<file path="src/rtl/serial_rx_pkg.sv">
package serial_rx_pkg;
  typedef enum logic [1:0] {
    RX_IDLE,
    RX_START,
    RX_DATA,
    RX_STOP
  } rx_state_e;

  localparam logic [1:0] ADDR_CTL = 2'd0;
  localparam logic [1:0] ADDR_BUF = 2'd1;
  localparam logic [1:0] ADDR_PWR = 2'd2;

  localparam int CTL_MODE_HI = 7;
  localparam int CTL_MODE_LO = 6;
  localparam int CTL_RX_EN   = 4;
  localparam int CTL_BIT9    = 2;
  localparam int CTL_DONE    = 0;
  localparam int PWR_FE_EN   = 6;
endpackage

</file>
<file path="src/rtl/rx_sync.sv">
module rx_sync #(
  parameter int STAGES = 2
) (
  input  logic clk,
  input  logic rst_n,
  input  logic d_async,
  output logic d_sync
);
  logic [STAGES-1:0] chain;

  always_ff @(posedge clk or negedge rst_n) begin
    if (!rst_n) chain <= '1;
    else        chain <= {chain[STAGES-2:0], d_async};
  end

  assign d_sync = chain[STAGES-1];
endmodule

</file>
<file path="src/rtl/rx_frame_fsm.sv">
module rx_frame_fsm
  import serial_rx_pkg::*;
#(
  parameter int OVS    = 16,
  parameter int DATA_W = 8
) (
  input  logic              clk,
  input  logic              rst_n,
  input  logic              tick,
  input  logic              line,
  input  logic              go,
  input  logic              nine,
  output logic              frame_done,
  output logic [DATA_W-1:0] frame_data,
  output logic              frame_rb8,
  output logic              frame_stop,
  output logic              busy
);
  localparam int CNT_W = $clog2(OVS);
  localparam int MID   = OVS / 2;
  localparam int IDX_W = $clog2(DATA_W + 2);
  localparam logic [CNT_W-1:0] S_A  = CNT_W'(MID - 1);
  localparam logic [CNT_W-1:0] S_B  = CNT_W'(MID);
  localparam logic [CNT_W-1:0] S_C  = CNT_W'(MID + 1);
  localparam logic [CNT_W-1:0] LAST = CNT_W'(OVS - 1);

  rx_state_e         state;
  logic [CNT_W-1:0]  cnt;
  logic [IDX_W-1:0]  idx;
  logic [DATA_W:0]   shreg;
  logic              samp_a, samp_b, nine_q, stop_q;
  logic              vote;
  logic [IDX_W-1:0]  nbits;

  assign vote  = (samp_a & samp_b) | (samp_a & line) | (samp_b & line);
  assign nbits = nine_q ? IDX_W'(DATA_W + 1) : IDX_W'(DATA_W);

  always_ff @(posedge clk or negedge rst_n) begin
    if (!rst_n) begin
      state      <= RX_IDLE;
      cnt        <= '0;
      idx        <= '0;
      shreg      <= '0;
      samp_a     <= 1'b1;
      samp_b     <= 1'b1;
      nine_q     <= 1'b0;
      stop_q     <= 1'b1;
      frame_done <= 1'b0;
    end else begin
      frame_done <= 1'b0;
      if (tick) begin
        if (state == RX_IDLE) begin
          if (go && !line) begin
            state  <= RX_START;
            cnt    <= CNT_W'(1);
            idx    <= '0;
            nine_q <= nine;
          end
        end else begin
          cnt <= (cnt == LAST) ? '0 : cnt + 1'b1;
          if (cnt == S_A) samp_a <= line;
          if (cnt == S_B) samp_b <= line;
          if (cnt == S_C) begin
            unique case (state)
              RX_START: if (vote) state <= RX_IDLE;
              RX_DATA: begin
                shreg <= {vote, shreg[DATA_W:1]};
                idx   <= idx + 1'b1;
              end
              RX_STOP: begin
                stop_q     <= vote;
                frame_done <= 1'b1;
                state      <= RX_IDLE;
              end
              default: state <= RX_IDLE;
            endcase
          end
          if (cnt == LAST) begin
            if (state == RX_START) state <= RX_DATA;
            else if (state == RX_DATA && idx == nbits) state <= RX_STOP;
          end
        end
      end
    end
  end

  assign frame_data = nine_q ? shreg[DATA_W-1:0] : shreg[DATA_W:1];
  assign frame_rb8  = nine_q ? shreg[DATA_W] : stop_q;
  assign frame_stop = stop_q;
  assign busy       = (state != RX_IDLE);
endmodule

</file>
<file path="src/rtl/rx_ctrl_regs.sv">
module rx_ctrl_regs
  import serial_rx_pkg::*;
#(
  parameter int DATA_W = 8
) (
  input  logic              clk,
  input  logic              rst_n,
  input  logic              wr,
  input  logic [1:0]        addr,
  input  logic [7:0]        wdata,
  input  logic              frame_done,
  input  logic [DATA_W-1:0] frame_data,
  input  logic              frame_rb8,
  input  logic              frame_stop,
  output logic [7:0]        rdata,
  output logic [1:0]        mode,
  output logic              rx_en,
  output logic              fe_en,
  output logic              fe_flag,
  output logic              sm0,
  output logic              done
);
  logic              sm1, rb8;
  logic [DATA_W-1:0] rbuf;
  logic              ctl_wr, pwr_wr;

  assign ctl_wr = wr && (addr == ADDR_CTL);
  assign pwr_wr = wr && (addr == ADDR_PWR);

  always_ff @(posedge clk or negedge rst_n) begin
    if (!rst_n) begin
      sm0     <= 1'b0;
      sm1     <= 1'b0;
      rx_en   <= 1'b0;
      fe_en   <= 1'b0;
      fe_flag <= 1'b0;
      rb8     <= 1'b0;
      done    <= 1'b0;
      rbuf    <= '0;
    end else begin
      if (pwr_wr) fe_en <= wdata[PWR_FE_EN];
      if (ctl_wr) begin
        sm1   <= wdata[CTL_MODE_LO];
        rx_en <= wdata[CTL_RX_EN];
        if (!fe_en) sm0 <= wdata[CTL_MODE_HI];
      end
      if (frame_done && fe_en && !frame_stop) fe_flag <= 1'b1;
      else if (ctl_wr && fe_en)               fe_flag <= wdata[CTL_MODE_HI];
      if (frame_done) begin
        done <= 1'b1;
        rb8  <= frame_rb8;
        rbuf <= frame_data;
      end else if (ctl_wr) begin
        done <= wdata[CTL_DONE];
        rb8  <= wdata[CTL_BIT9];
      end
    end
  end

  assign mode = {sm0, sm1};

  always_comb begin
    rdata = '0;
    unique case (addr)
      ADDR_CTL: begin
        rdata[CTL_MODE_HI] = fe_en ? fe_flag : sm0;
        rdata[CTL_MODE_LO] = sm1;
        rdata[CTL_RX_EN]   = rx_en;
        rdata[CTL_BIT9]    = rb8;
        rdata[CTL_DONE]    = done;
      end
      ADDR_BUF: rdata = 8'(rbuf);
      ADDR_PWR: rdata[PWR_FE_EN] = fe_en;
      default:  rdata = '0;
    endcase
  end
endmodule

</file>
<file path="src/rtl/serial_rx_port.sv">
module serial_rx_port #(
  parameter int OVS         = 16,
  parameter int DATA_W      = 8,
  parameter int SYNC_STAGES = 2
) (
  input  logic       clk,
  input  logic       rst_n,
  input  logic       baud_tick,
  input  logic       rxd,
  input  logic       reg_wr,
  input  logic [1:0] reg_addr,
  input  logic [7:0] reg_wdata,
  output logic [7:0] reg_rdata
);
  logic              line_s;
  logic              frame_done, frame_rb8, frame_stop, rx_busy;
  logic [DATA_W-1:0] frame_data;
  logic [1:0]        mode;
  logic              rx_en, fe_en, fe_flag, sm0, done_flag, rx_go;

  assign rx_go = rx_en && (mode != 2'b00);

  rx_sync #(.STAGES(SYNC_STAGES)) u_sync (
    .clk(clk), .rst_n(rst_n), .d_async(rxd), .d_sync(line_s)
  );

  rx_frame_fsm #(.OVS(OVS), .DATA_W(DATA_W)) u_fsm (
    .clk(clk), .rst_n(rst_n), .tick(baud_tick), .line(line_s),
    .go(rx_go), .nine(mode[1]),
    .frame_done(frame_done), .frame_data(frame_data),
    .frame_rb8(frame_rb8), .frame_stop(frame_stop), .busy(rx_busy)
  );

  rx_ctrl_regs #(.DATA_W(DATA_W)) u_regs (
    .clk(clk), .rst_n(rst_n), .wr(reg_wr), .addr(reg_addr),
    .wdata(reg_wdata), .frame_done(frame_done), .frame_data(frame_data),
    .frame_rb8(frame_rb8), .frame_stop(frame_stop), .rdata(reg_rdata),
    .mode(mode), .rx_en(rx_en), .fe_en(fe_en), .fe_flag(fe_flag),
    .sm0(sm0), .done(done_flag)
  );
endmodule

</file>
<file path="config.mk">
export PLATFORM = sky130hd
export DESIGN_NAME = serial_rx_port
export DESIGN_NICKNAME = d
export VERILOG_FILES = /design/src/rtl/serial_rx_pkg.sv /design/src/rtl/rx_sync.sv /design/src/rtl/rx_frame_fsm.sv /design/src/rtl/rx_ctrl_regs.sv /design/src/rtl/serial_rx_port.sv
export SDC_FILE = /design/constraint.sdc
export NUM_CORES = 1
export LEC_CHECK = 0
export ABC_AREA = 1
export ABC_CLOCK_PERIOD_IN_PS = 1720
export BUFFER_PORTS_ARGS = -buffer_cell sky130_fd_sc_hd__buf_4
export CAP_MARGIN = 25
export CORE_MARGIN = 2
export CORE_UTILIZATION = 58
export CTS_CLUSTER_SIZE = 10
export DETAILED_ROUTE_END_ITERATION = 10
export GPL_TIMING_DRIVEN = 0
export MAX_ROUTING_LAYER = met4
export PLACE_DENSITY = 0.78
export SYNTH_ARGS = -nofsm -noshare
export SYNTH_HDL_FRONTEND = slang
export SYNTH_SLANG_ARGS = --single-unit
</file>
<file path="constraint.sdc">
create_clock -name clk -period 1.72 [get_ports clk]
set_input_delay 0.344 -clock clk [delete_from_list [all_inputs] [get_ports clk]]
set_output_delay 0.344 -clock clk [all_outputs]
set_load 0.02 [all_outputs]
</file>
Word level (Yosys, flattened, before mapping)
Index checks and enable logic that the tools add are counted.

Input port bits: 15. Output and inout bits: 8. Register bits: 41. Word-level logic and storage cells: 100.

Reduce and logical (&&, ||, !) cells: 25. Add/subtract/negate cells: 2. Multiplexer cells: 37. Bitwise gates (word level): 7. Eq/ne operators: 11.

Operator list (number): $mux W4 (7); $mux W1 (16); $mux W2 (7); $eq A4 B4 Y1 const B (3); $reduce_and A4 Y1 (3); $reduce_bool A2 Y1 (5); $reduce_and A3 Y1 (3); $add A4 B1 Y4 const B (2); $logic_and A1 B1 Y1 (8); $mux W8 (1); $pmux W1 S2 (4); $eq A2 B2 Y1 const B (3); $eq A2 B1 Y1 const B (2); $eq A4 B3 Y1 const B (1); $eq A4 B4 Y1 (1); $logic_not A2 Y1 (2); $pmux W2 S2 (1); $reduce_and A2 Y1 (2); $and A1 B1 Y1 (3); $pmux W1 S3 (1); $logic_not A1 Y1 (2); $ne A2 B2 Y1 const B (1); $not A1 Y1 (2); $or A1 B1 Y1 (2).

Logic depth before layout (Yosys ltp)
Gate-level depths: netlist (run 1).

Depth in word-level cells: 10. Gate-level depth with buffers: 11. Depth with buffers taken out: 11.

Cells and area by module
From an unflattened synthesis (run 1), not the netlist that was laid out.

Cell total of the unflattened synthesis: 270. Area total of the unflattened synthesis: 2178.3 um^2.

By module, submodules not included: rx_frame_fsm (seq. area each 604.3 um^2, instances 1, cells each 170, area each 1351.3 um^2); rx_ctrl_regs (seq. area each 375.4 um^2, instances 1, cells each 95, area each 763.2 um^2); rx_sync (seq. area each 52.6 um^2, instances 1, cells each 2, area each 52.6 um^2); serial_rx_port (seq. area each 0.0 um^2, instances 1, cells each 3, area each 11.3 um^2).

Worst setup path before layout (run 1)
No wires, ideal clock.

Path kind: register to register. From: register u_fsm.state[0]. To: register u_fsm.idx[3]. Required time: 1594 ps. Arrival: 1328 ps. Setup time: 126 ps. Path slack: 266 ps. Period minus slack after synthesis: 1454 ps. Path buffers: 0. Cell stages (with the launch flop): 9. Cell sequence: dfrtp_1 inv_1 ha_1 inv_1 nand2_4 nand2_4 nand2_4 nor3_1 nor3b_2.

Word-level cells in the longest chain between the ends: 3. Elaborated cells between the ends (all ways): 7. Classes of those cells: 2 x eq/ne; 1 x mux; 4 x reduce/logical.

RTL lines: from (decl) (line rx_frame_fsm.sv:27) `rx_state_e state;`; from (signal assigned) (line rx_frame_fsm.sv:40) `state <= RX_IDLE;`; from (signal assigned) (line rx_frame_fsm.sv:54) `state <= RX_START;`; from (signal assigned) (line rx_frame_fsm.sv:65) `RX_START: if (vote) state <= RX_IDLE;`; $logic_not A2 Y1 or $eq A2 B2 Y1 (tied branches) (line rx_frame_fsm.sv:52, rx_frame_fsm.sv:64); $ne A2 B2 Y1 (no line) or $reduce_bool A2 Y1 (tied branches); $reduce_and A4 Y1 (no line); to (signal assigned) (line rx_frame_fsm.sv:68) `idx <= idx + 1'b1;`; to (decl) (line rx_frame_fsm.sv:29) `logic [IDX_W-1:0] idx;`.

Several ways; a longest one is shown, not always the timed one. A chain may end at the register's enable or synchronous reset.

Final worst setup path (run 1)
From: register u_regs.fe_en. To: output reg_rdata[7].

Word-level cells in the longest chain between the ends: 2.

RTL lines: from (decl) (line rx_ctrl_regs.sv:18) `output logic fe_en,`; from (signal assigned) (line rx_ctrl_regs.sv:41) `if (pwr_wr) fe_en <= wdata[PWR_FE_EN];`; $mux W1 (line rx_ctrl_regs.sv:66) `rdata[CTL_MODE_HI] = fe_en ? fe_flag : sm0;`; $pmux W1 S2 (line rx_ctrl_regs.sv:64) `unique case (addr)`; to (decl) (line serial_rx_port.sv:13) `output logic [7:0] reg_rdata`.

No other way between the ends.

==> results of run 1 <==
flip-flops by register name, indices dropped and copies added, names as in the netlist:
register,flops
u_regs.sm0,1
u_fsm.frame_done,1
u_fsm.state,2
u_regs.rx_en,1
u_regs.rb8,1
u_sync.chain,2
u_regs.rbuf,8
u_fsm.shreg,9
u_fsm.nine_q,1
u_regs.done,1
u_regs.fe_flag,1
u_fsm.cnt,4
u_fsm.samp_b,1
u_regs.fe_en,1
u_fsm.samp_a,1
u_fsm.frame_stop,1
u_fsm.idx,4
u_regs.sm1,1
per-stage QoR:
step / instance area, um2 / setup WS (ps)
final: 2390 / 120
after detailed placement: 2300 / 17.6
after global routing: 2390 / 0.507
after floorplan: 2100 / 266
after CTS: 2380 / 51.9
after global placement: 2300 / 66.7
routing by layer:
| metal | vias up | global-route usage (%) |
|---|---|---|
| li1 | 848 | - |
| met1 | 794 | 28.3 |
| met2 | 33 | 38.4 |
| met3 | 6 | 4.58 |
| met4 | 0 | 10.4 |
| met5 | - | - |
logic make-up (layout without fill, tap and decap cells):
logic type / after synthesis / count (layout)
simple gates: 77 / 77
compound gates: 67 / 67
buf+inv: 46 / 76
flops: 41 / 41
fa+ha+maj: 9 / 9
xor+xnor: 3 / 3
critical path: stages (launching register included):
cell and delay (ps):
dfrtp_2 460, inv_2 100, nor2_1 40, o22ai_1 130, buf_4 170
power groups by stage:
| stage | Sequential [uW] | Combinational [uW] | Clock (uW) |
|---|---|---|---|
| 6_report | 1500 | 1040 | 556 |
| 5_1_grt | 1530 | 1180 | 610 |
| 4_1_cts | 1500 | 1020 | 567 |
| 3_5_place_dp | 1520 | 1000 | 0 |
| 3_3_place_gp | 1500 | 962 | 0 |
| 2_1_floorplan | 1460 | 746 | 0 |
what timing repair did:
action / 4_1_cts / 5_1_grt
buffers inserted: 0 / 2
gates resized for setup: 1 / 2
endpoints found under the setup margin: 1 / 2
endpoints found under the hold margin: 36 / 0
hold buffers: 1 / 0
final timing paths:
kind,start,end,slack (ps),depth (start not counted)
setup / recovery,u_regs.fe_en,reg_rdata[7],120,4
hold / removal,rxd,u_sync.chain[0],90,1
setup reg to reg,u_fsm.state[0],u_fsm.frame_stop,150,9
hold reg to reg,u_sync.chain[0],u_sync.chain[1],370,0
max in group asynchronous,rst_n,u_fsm.samp_a,850,2
min in group asynchronous,rst_n,u_regs.rbuf[2],490,2
area by class of cell:
cell class | instances | area (um2)
Fill cell | 294 | 1020
Timing Repair Buffer | 22 | 168
Clock inverter | 1 | 5.00
Sequential cell | 41 | 1030
Inverter | 42 | 158
Clock buffer | 7 | 65.1
Tap cell | 46 | 57.6
Buffer | 4 | 25.0
Multi-Input combinational cell | 156 | 881
placed cells by master (no fill, tap or decap), types with 2 or more instances in the layout:
cell type  instances
clkbuf_8           2
o21ai_0           39
o22ai_1            4
inv_2              4
inv_1             38
clkbuf_4           5
nand4_1            3
a21oi_1           16
dfstp_2            5
nor2_1            18
nand2_4            4
buf_4             21
ha_1               9
nand3_1            7
xnor2_1            2
dfrtp_1           35
nand2_1           39
==> metrics.cfg, run 1 <==
[floorplanning]
rows = 21
die_w_um = 64.1
ios = 23
start_util_pct = 61.4
die-area_mm2 = 0.00411
coreArea_mm2 = 0.00342
fp.dieH_um = 64.1

[route]
route.detailed.drc = 0
drt_iter0_markers = 148
postRouteAntennaNets = 0
top_layer = met4
drt-met1-wl_mm = 1.93
wl_per_cell_um = 13.3
viasPerCell = 5.27
route.met3.wl_um = 149
drt-total-wl_mm = 4.23
wl_met2_mm = 2.11
first_pass_iters = 4
vias = 1681

[final_layout]
final_core_util_pct = 70.0
antenna_cells = 0
area_delta_synth_final_pct = 14.1
drive_gt1_share_pct = 19.0
final_cells = 319
nNetsFinal = 296

[timing]
clock_skew_ps = 10.3
rsz0062_at_grt = no
relSlewSlack_pct = 65.2
fmax_mhz = 625
drv_slew = 0
finalCritPeriodShare_pct = 93.0
whs_ps = 86.4
setup_tns_ps = 0
fin_crit_ps = 1600
worst_pin_slew_ps = 523
setup_viol = 0
hold_viol_final = 0

[power_and_ir_drop]
pwr-share-clk_pct = 18.0
leakagePower_uw = 0.00121
comb_power_share_pct = 33.7
p_seq_share_pct = 48.3
p_total_uw = 3090
swShare_pct = 38.2
power_density_mw_per_mm2 = 1290
p_int_uw = 1910
p_sw_uw = 1180
peakVddDrop_v = 0.000796

[yosys]
synth_area_mm2 = 0.00210
synth_xor_area_share_pct = 1.25
synth_common_cells = inv_1, nand2_1, o21ai_0
synth_top_family_by_area = simple AND/OR/NAND/NOR gates
yosysSeqAreaShare_pct = 49.3
syn_nets = 267
synth.distinct_cells = 33
synth.largest_area_cell = dfrtp_1
synth.mux.area_fraction_pct = 0
synthesis.instances = 243
yosysMostFrequentCell = inv_1
syn_avg_cell_area_um2 = 8.62
synth_top_cell_area_share_pct = 43.0
synth_compound_area_share_pct = 17.4
synthAdderAreaFrac_pct = 5.37
synth-simple-area-share_pct = 18.0
yosysWarnings = 0
synth.area.top_cells = dfrtp_1, o21ai_0, inv_1
synth_edf_count = 0
synthFlopType = dfrtp_1
ys_ff_latch = 41
synthArstFlopShare_pct = 100

[grt]
grt_pass1_vias = 1577
grt_max_degree = 42
grt.total_usage_pct = 23.5
overflow = 0
grt_pass1_wl_mm = 7.15
antenna_found_initial = 0

[min_path]
hold_class = in2reg

[place]
place_hpwl_mm = 2.95
numPortBuffers = 19
placed_cells_incl_taps = 308
place.gp.congestion = 0.882

[clock_tree]
cts_buffers = 5
h-tree-depth = 2
clock_tree.root_cell = clkbuf_4
clk_path_buf_depth = 2
cts_sinks = 41
clock_latency_ps = 360
clk_pin_slew_ps = 120
cts_tree = built

[worst_setup_path]
crit_type = reg2out
critPathCaptureType = output port
required_ps = 1380
crit_path_max_fanout = 5
cp-start-kind = flip-flop
arrival_ps = 1260

[flow_run]
maxCapViolCount = 0

[outcome]
outcome = completed

No activity file was read; power rests on OpenSTA's default activity.
==> run 2, diff against run 1 <==
SETUP_SLACK_MARGIN = 0.15   (was unset)
==> metrics.cfg, run 2 (synthesis results as in run 1) <==
[outcome]
outcome = completed  ; unchanged

[min_path]
holdPathStages = 1  ; unchanged
hold_class = in2reg  ; unchanged
min-delay-start = rxd  ; unchanged
whs_endpoint = u_sync.chain[0]  ; unchanged

[worst_setup_path]
crit_slowest_cell = dfrtp_2  ; unchanged
crit_path_max_fanout = 4  ; was 5
required_ps = 1380  ; about the same
slowest_delay_ps = 470  ; was 460 ps
worst-r2r-setup-slack_ps = 190  ; was 150 ps
crit_type = reg2out  ; unchanged
r2r_end = u_fsm.state[0]  ; was u_fsm.frame_stop
crit_chain = o21ai_2 > o22ai_2 > buf_4  ; was inv_2 > nor2_1 > o22ai_1 > buf_4
critPathBufInv = 1  ; was 2
arrival_ps = 1250  ; was 1260 ps
critPathCaptureType = output port  ; unchanged
reg2regPathDepth = 8  ; was 9
cp-start-kind = flip-flop  ; unchanged
r2r-start = u_fsm.cnt[1]  ; was u_fsm.state[0]
critPathTopFamily = flip-flops  ; unchanged

[floorplanning]
die-area_mm2 = 0.00411  ; unchanged
ios = 23  ; unchanged
fp.dieH_um = 64.1  ; unchanged
coreArea_mm2 = 0.00342  ; unchanged
rows = 21  ; unchanged
start_util_pct = 61.4  ; unchanged
die_w_um = 64.1  ; unchanged

[power_and_ir_drop]
swShare_pct = 38.2  ; about the same
p_int_uw = 1990  ; was 1910 uW
p_sw_uw = 1230  ; was 1180 uW
comb_power_share_pct = 36.2  ; was 33.7%
p_seq_share_pct = 46.7  ; was 48.3%
leakagePower_uw = 0.00125  ; was 0.00121 uW
peakVddDrop_v = 0.000807  ; was 0.000796 V
power_density_mw_per_mm2 = 1290  ; about the same
pwr-share-clk_pct = 17.1  ; was 18.0%

[route]
vias = 1733  ; was 1681
wl_per_cell_um = 13.6  ; was 13.3 um
drt_iter0_markers = 117  ; was 148
first_pass_iters = 4  ; unchanged
drt-total-wl_mm = 4.43  ; was 4.23 mm
postRouteAntennaNets = 0  ; unchanged
route.detailed.drc = 0  ; unchanged
viasPerCell = 5.32  ; was 5.27

[timing]
setup_tns_ps = 0  ; unchanged
relSlewSlack_pct = 66.4  ; was 65.2%
hold_viol_final = 0  ; unchanged
fmax_mhz = 626  ; was 625 MHz
setup_viol = 0  ; unchanged
finalCritPeriodShare_pct = 92.8  ; was 93.0%
worst_pin_slew_ps = 504  ; was 523 ps
clock_skew_ps = 10.6  ; was 10.3 ps
drv_slew = 0  ; unchanged
fin_ws_ps = 124  ; was 120 ps
fin_crit_ps = 1600  ; about the same
rsz0062_at_grt = yes  ; was no

[final_layout]
mostFrequentLayoutCells = nand2_1, o21ai_0, inv_1  ; was o21ai_0, nand2_1, inv_1
area_delta_synth_final_pct = 19.3  ; was 14.1%
max_flop_register = u_fsm.shreg  ; unchanged
reg.largest.list = u_fsm.shreg: 9 flops, u_regs.rbuf: 8 flops  ; unchanged
drive_gt1_share_pct = 23.6  ; was 19.0%
largest_reg_flops = 9  ; unchanged
nNetsFinal = 303  ; was 296
antenna_cells = 0  ; unchanged
mostFrequentLayoutCell = nand2_1

[clock_tree]
cts_sinks = 41  ; unchanged
clock_tree.root_cell = clkbuf_4  ; unchanged
clk_pin_slew_ps = 110  ; was 120 ps
clk_path_buf_depth = 2  ; unchanged
cts_buffers = 5  ; unchanged
clock_latency_ps = 360  ; about the same
cts_tree = built  ; unchanged
h-tree-depth = 2  ; unchanged

[grt]
antenna_found_initial = 0  ; unchanged
grt_pass1_vias = 1625  ; was 1577
grt_pass1_wl_mm = 7.33  ; was 7.15 mm
overflow = 0  ; unchanged
grt_max_degree = 42  ; unchanged
grt.total_usage_pct = 24.1  ; was 23.5%

[place]
place_ws_ps = 17.6  ; unchanged
place_hpwl_mm = 2.95  ; unchanged
numPortBuffers = 19  ; unchanged
place.gp.congestion = 0.882  ; unchanged

[flow_run]
maxCapViolCount = 0  ; unchanged

run 2: cell count changes in the layout (fill, tap and decap cells not counted), sizes merged:
cell / change
buf: +7
run 2: through the flow:
stage | cell area (um2) | std cells | utilization [%] | hold WS (ps) | total power (uW)
after floorplan | 2100 | 243 | - | 48.4 | 2210
after global placement | 2300 | 308 | 67.2 | 345 | 2470
after detailed placement | 2300 | 308 | 67.2 | 352 | 2520
after CTS | 2410 | 321 | 70.5 | 71.5 | 3120
after global routing | 2500 | 326 | 73.2 | 60.5 | 3450
final | 2500 | 326 | 73.2 | 90.1 | 3210
run 2: cell type report:
| cell class | instances | area (um2) |
|---|---|---|
| clock inverters | 1 | 5.00 |
| well taps | 46 | 57.6 |
| multi-input cells | 156 | 917 |
| fillers | 272 | 916 |
| flip-flops and latches | 41 | 1030 |
| plain buffers | 4 | 25.0 |
| inverters | 42 | 160 |
| repair buffers | 29 | 236 |
| clock buffers | 7 | 65.1 |
run 2: worst max-delay path by stage:
stage	from	endpoint	slack [ps]	depth (start not counted)
2_1_floorplan	u_fsm.state[0]	u_fsm.idx[3]	270	8
5_1_grt	u_regs.fe_en	reg_rdata[7]	70	3
4_1_cts	u_regs.fe_en	reg_rdata[6]	100	4
3_3_place_gp	u_fsm.state[0]	u_fsm.idx[3]	70	8
3_5_place_dp	u_fsm.state[0]	u_fsm.frame_stop	20	9
6_report	u_regs.fe_en	reg_rdata[7]	120	3
run 2: routing by layer:
metal | wire, um | global-route usage [%] | vias to the layer above | part of all wire [%]
li1 | - | - | 867 | -
met1 | 1910 | 28.9 | 827 | 43
met2 | 2320 | 40.0 | 37 | 52
met3 | 174 | 4.58 | 2 | 3.9
met4 | 26 | 10.4 | 0 | 0.59
met5 | 0 | - | - | 0
run 2: power by group through the flow:
stage | clock network [uW] | registers (uW) | logic (uW)
2_1_floorplan | 0 | 1460 | 746
3_3_place_gp | 0 | 1500 | 962
3_5_place_dp | 0 | 1520 | 1000
4_1_cts | 567 | 1490 | 1060
5_1_grt | 610 | 1540 | 1300
6_report | 549 | 1500 | 1160
run 2: repair_timing:
item,in CTS,in global routing
endpoints found under the setup margin,18,10
pin swaps,0,2
hold endpoints to repair,36,0
setup buffers,4,5
hold buffers,1,0
resized for setup,3,12
==> run 3, diff against run 2 <==
RECOVER_POWER = 100   (was unset)
SETUP_SLACK_MARGIN = unset   (was 0.15)
==> metrics.cfg, run 3 (synthesis results as in run 1) <==
[floorplanning]
coreArea_mm2 = 0.00342  ; unchanged
die-area_mm2 = 0.00411  ; unchanged
start_util_pct = 61.4  ; unchanged
ios = 23  ; unchanged
die_w_um = 64.1  ; unchanged
fp.dieH_um = 64.1  ; unchanged
rows = 21  ; unchanged

[worst_setup_path]
r2r_end = u_fsm.shreg[6]  ; was u_fsm.state[0]
crit_slowest_cell = dfrtp_2  ; unchanged
cp-start-kind = flip-flop  ; unchanged
required_ps = 1380  ; about the same
crit_path_max_fanout = 5  ; was 4
critPathTopFamily = flip-flops  ; unchanged
crit_chain = inv_2 > nor2_1 > o22ai_1 > buf_4  ; was o21ai_2 > o22ai_2 > buf_4
reg2regPathDepth = 7  ; was 8
crit_type = reg2out  ; unchanged
slowest_delay_ps = 460  ; was 470 ps
critPathCaptureType = output port  ; unchanged
worst-r2r-setup-slack_ps = 170  ; was 190 ps
critPathBufInv = 2  ; was 1
arrival_ps = 1250  ; about the same
r2r-start = u_fsm.state[0]  ; was u_fsm.cnt[1]

[route]
wl_per_cell_um = 13.3  ; was 13.6 um
drt_iter0_markers = 164  ; was 117
drt-total-wl_mm = 4.24  ; was 4.43 mm
postRouteAntennaNets = 0  ; unchanged
route.detailed.drc = 0  ; unchanged
first_pass_iters = 6  ; was 4
vias = 1672  ; was 1733
viasPerCell = 5.24  ; was 5.32

[timing]
finalCritPeriodShare_pct = 92.8  ; about the same
rsz0062_at_grt = no  ; was yes
clock_skew_ps = 12.5  ; was 10.6 ps
worst_pin_slew_ps = 1020  ; was 504 ps
setup_viol = 0  ; unchanged
fin_crit_ps = 1600  ; about the same
hold_viol_final = 0  ; unchanged
whs_ps = 92.6  ; was 90.1 ps
setup_tns_ps = 0  ; unchanged
relSlewSlack_pct = 31.8  ; was 66.4%
drv_slew = 0  ; unchanged
fmax_mhz = 626  ; about the same

[min_path]
holdPathStages = 1  ; unchanged
hold_class = in2reg  ; unchanged
whs_endpoint = u_sync.chain[0]  ; unchanged
min-delay-start = rxd  ; unchanged

[final_layout]
area_delta_synth_final_pct = 12.1  ; was 19.3%
mostFrequentLayoutCells = nand2_1, o21ai_0, inv_1  ; unchanged
nNetsFinal = 296  ; was 303
reg.largest.list = u_fsm.shreg: 9 flops, u_regs.rbuf: 8 flops  ; unchanged
mostFrequentLayoutCell = nand2_1  ; unchanged
max_flop_register = u_fsm.shreg  ; unchanged
antenna_cells = 0  ; unchanged
largest_reg_flops = 9  ; unchanged
drive_gt1_share_pct = 15.8  ; was 23.6%
final_core_util_pct = 68.8  ; was 73.2%

[grt]
overflow = 0  ; unchanged
globalRouteMet1Util_pct = 28.3  ; was 28.9%
antenna_found_initial = 0  ; unchanged
grt.total_usage_pct = 23.5  ; was 24.1%
grt_pass1_wl_mm = 7.15  ; was 7.33 mm
grt_max_degree = 42  ; unchanged
use_met2_pct = 38.4  ; was 40.0%
use_met3_pct = 4.58  ; unchanged
busiest_layer = met2  ; unchanged
grt_pass1_vias = 1577  ; was 1625

[clock_tree]
h-tree-depth = 2  ; unchanged
clk_pin_slew_ps = 120  ; was 110 ps
cts_tree = built  ; unchanged
clock_latency_ps = 360  ; about the same
cts_buffers = 5  ; unchanged
cts_sinks = 41  ; unchanged
clock_tree.root_cell = clkbuf_4  ; unchanged
clk_path_buf_depth = 2  ; unchanged

[power_and_ir_drop]
swShare_pct = 38.2  ; about the same
power_density_mw_per_mm2 = 1300  ; was 1290 mW/mm2
comb_power_share_pct = 33.1  ; was 36.2%
pwr-share-clk_pct = 18.0  ; was 17.1%
p_int_uw = 1890  ; was 1990 uW
p_total_uw = 3050  ; was 3210 uW
p_sw_uw = 1170  ; was 1230 uW
p_seq_share_pct = 48.9  ; was 46.7%
peakVddDrop_v = 0.000785  ; was 0.000807 V
leakagePower_uw = 0.00117  ; was 0.00125 uW

[outcome]
outcome = completed  ; unchanged

[place]
place_hpwl_mm = 2.95  ; unchanged
numPortBuffers = 19  ; unchanged
place.gp.congestion = 0.882  ; unchanged

[flow_run]
maxCapViolCount = 0  ; unchanged

run 3: cell count changes in the layout (fill, tap and decap cells not counted), sizes merged:
cell	delta
buf	-17
clkbuf	+10
run 3: worst max path at each step:
| stage | startpoint | endpoint | slack [ps] | cells past startpoint |
|---|---|---|---|---|
| finish | u_regs.fe_en | reg_rdata[7] | 120 | 4 |
| global route | u_regs.fe_en | reg_rdata[7] | 6 | 4 |
| CTS | u_regs.fe_en | reg_rdata[7] | 50 | 4 |
| detailed placement | u_fsm.state[0] | u_fsm.frame_stop | 20 | 9 |
| global placement | u_fsm.state[0] | u_fsm.idx[3] | 70 | 8 |
| floorplan | u_fsm.state[0] | u_fsm.idx[3] | 270 | 8 |
run 3: through the flow:
stage | cells | setup slack (ps) | instance area [um2]
6_report | 319 | 123 | 2350
5_1_grt | 319 | 5.58 | 2350
2_1_floorplan | 243 | 266 | 2100
3_3_place_gp | 308 | 66.7 | 2300
4_1_cts | 317 | 51.9 | 2380
3_5_place_dp | 308 | 17.6 | 2300
run 3: cell type report:
cell class,instances,area [um2]
tap,46,57.6
clock inverter,1,5.00
fill,303,1070
multi-input combinational,156,866
sequential,41,1030
inverter,42,158
clock buffer,7,65.1
timing repair buffer,22,140
buffer,4,23.8
run 3: timing repair:
item,4_1_cts,5_1_grt
cloned,0,0
hold buffers,1,0
hold endpoints to repair,36,0
setup buffers,0,2
endpoints found under the setup margin,1,2
gates resized for setup,1,2
run 3: routing by layer:
layer,vias to the layer above,part of all wire (%)
met5,-,0
li1,849,-
met4,0,0.76
met1,788,46
met2,31,50
met3,4,3.4
run 3: power by group through the flow:
stage / combinational (uW) / clock [uW] / sequential [uW]
2_1_floorplan: 746 / 0 / 1460
3_3_place_gp: 962 / 0 / 1500
3_5_place_dp: 1000 / 0 / 1520
4_1_cts: 1020 / 567 / 1500
5_1_grt: 1150 / 610 / 1530
6_report: 1010 / 550 / 1490
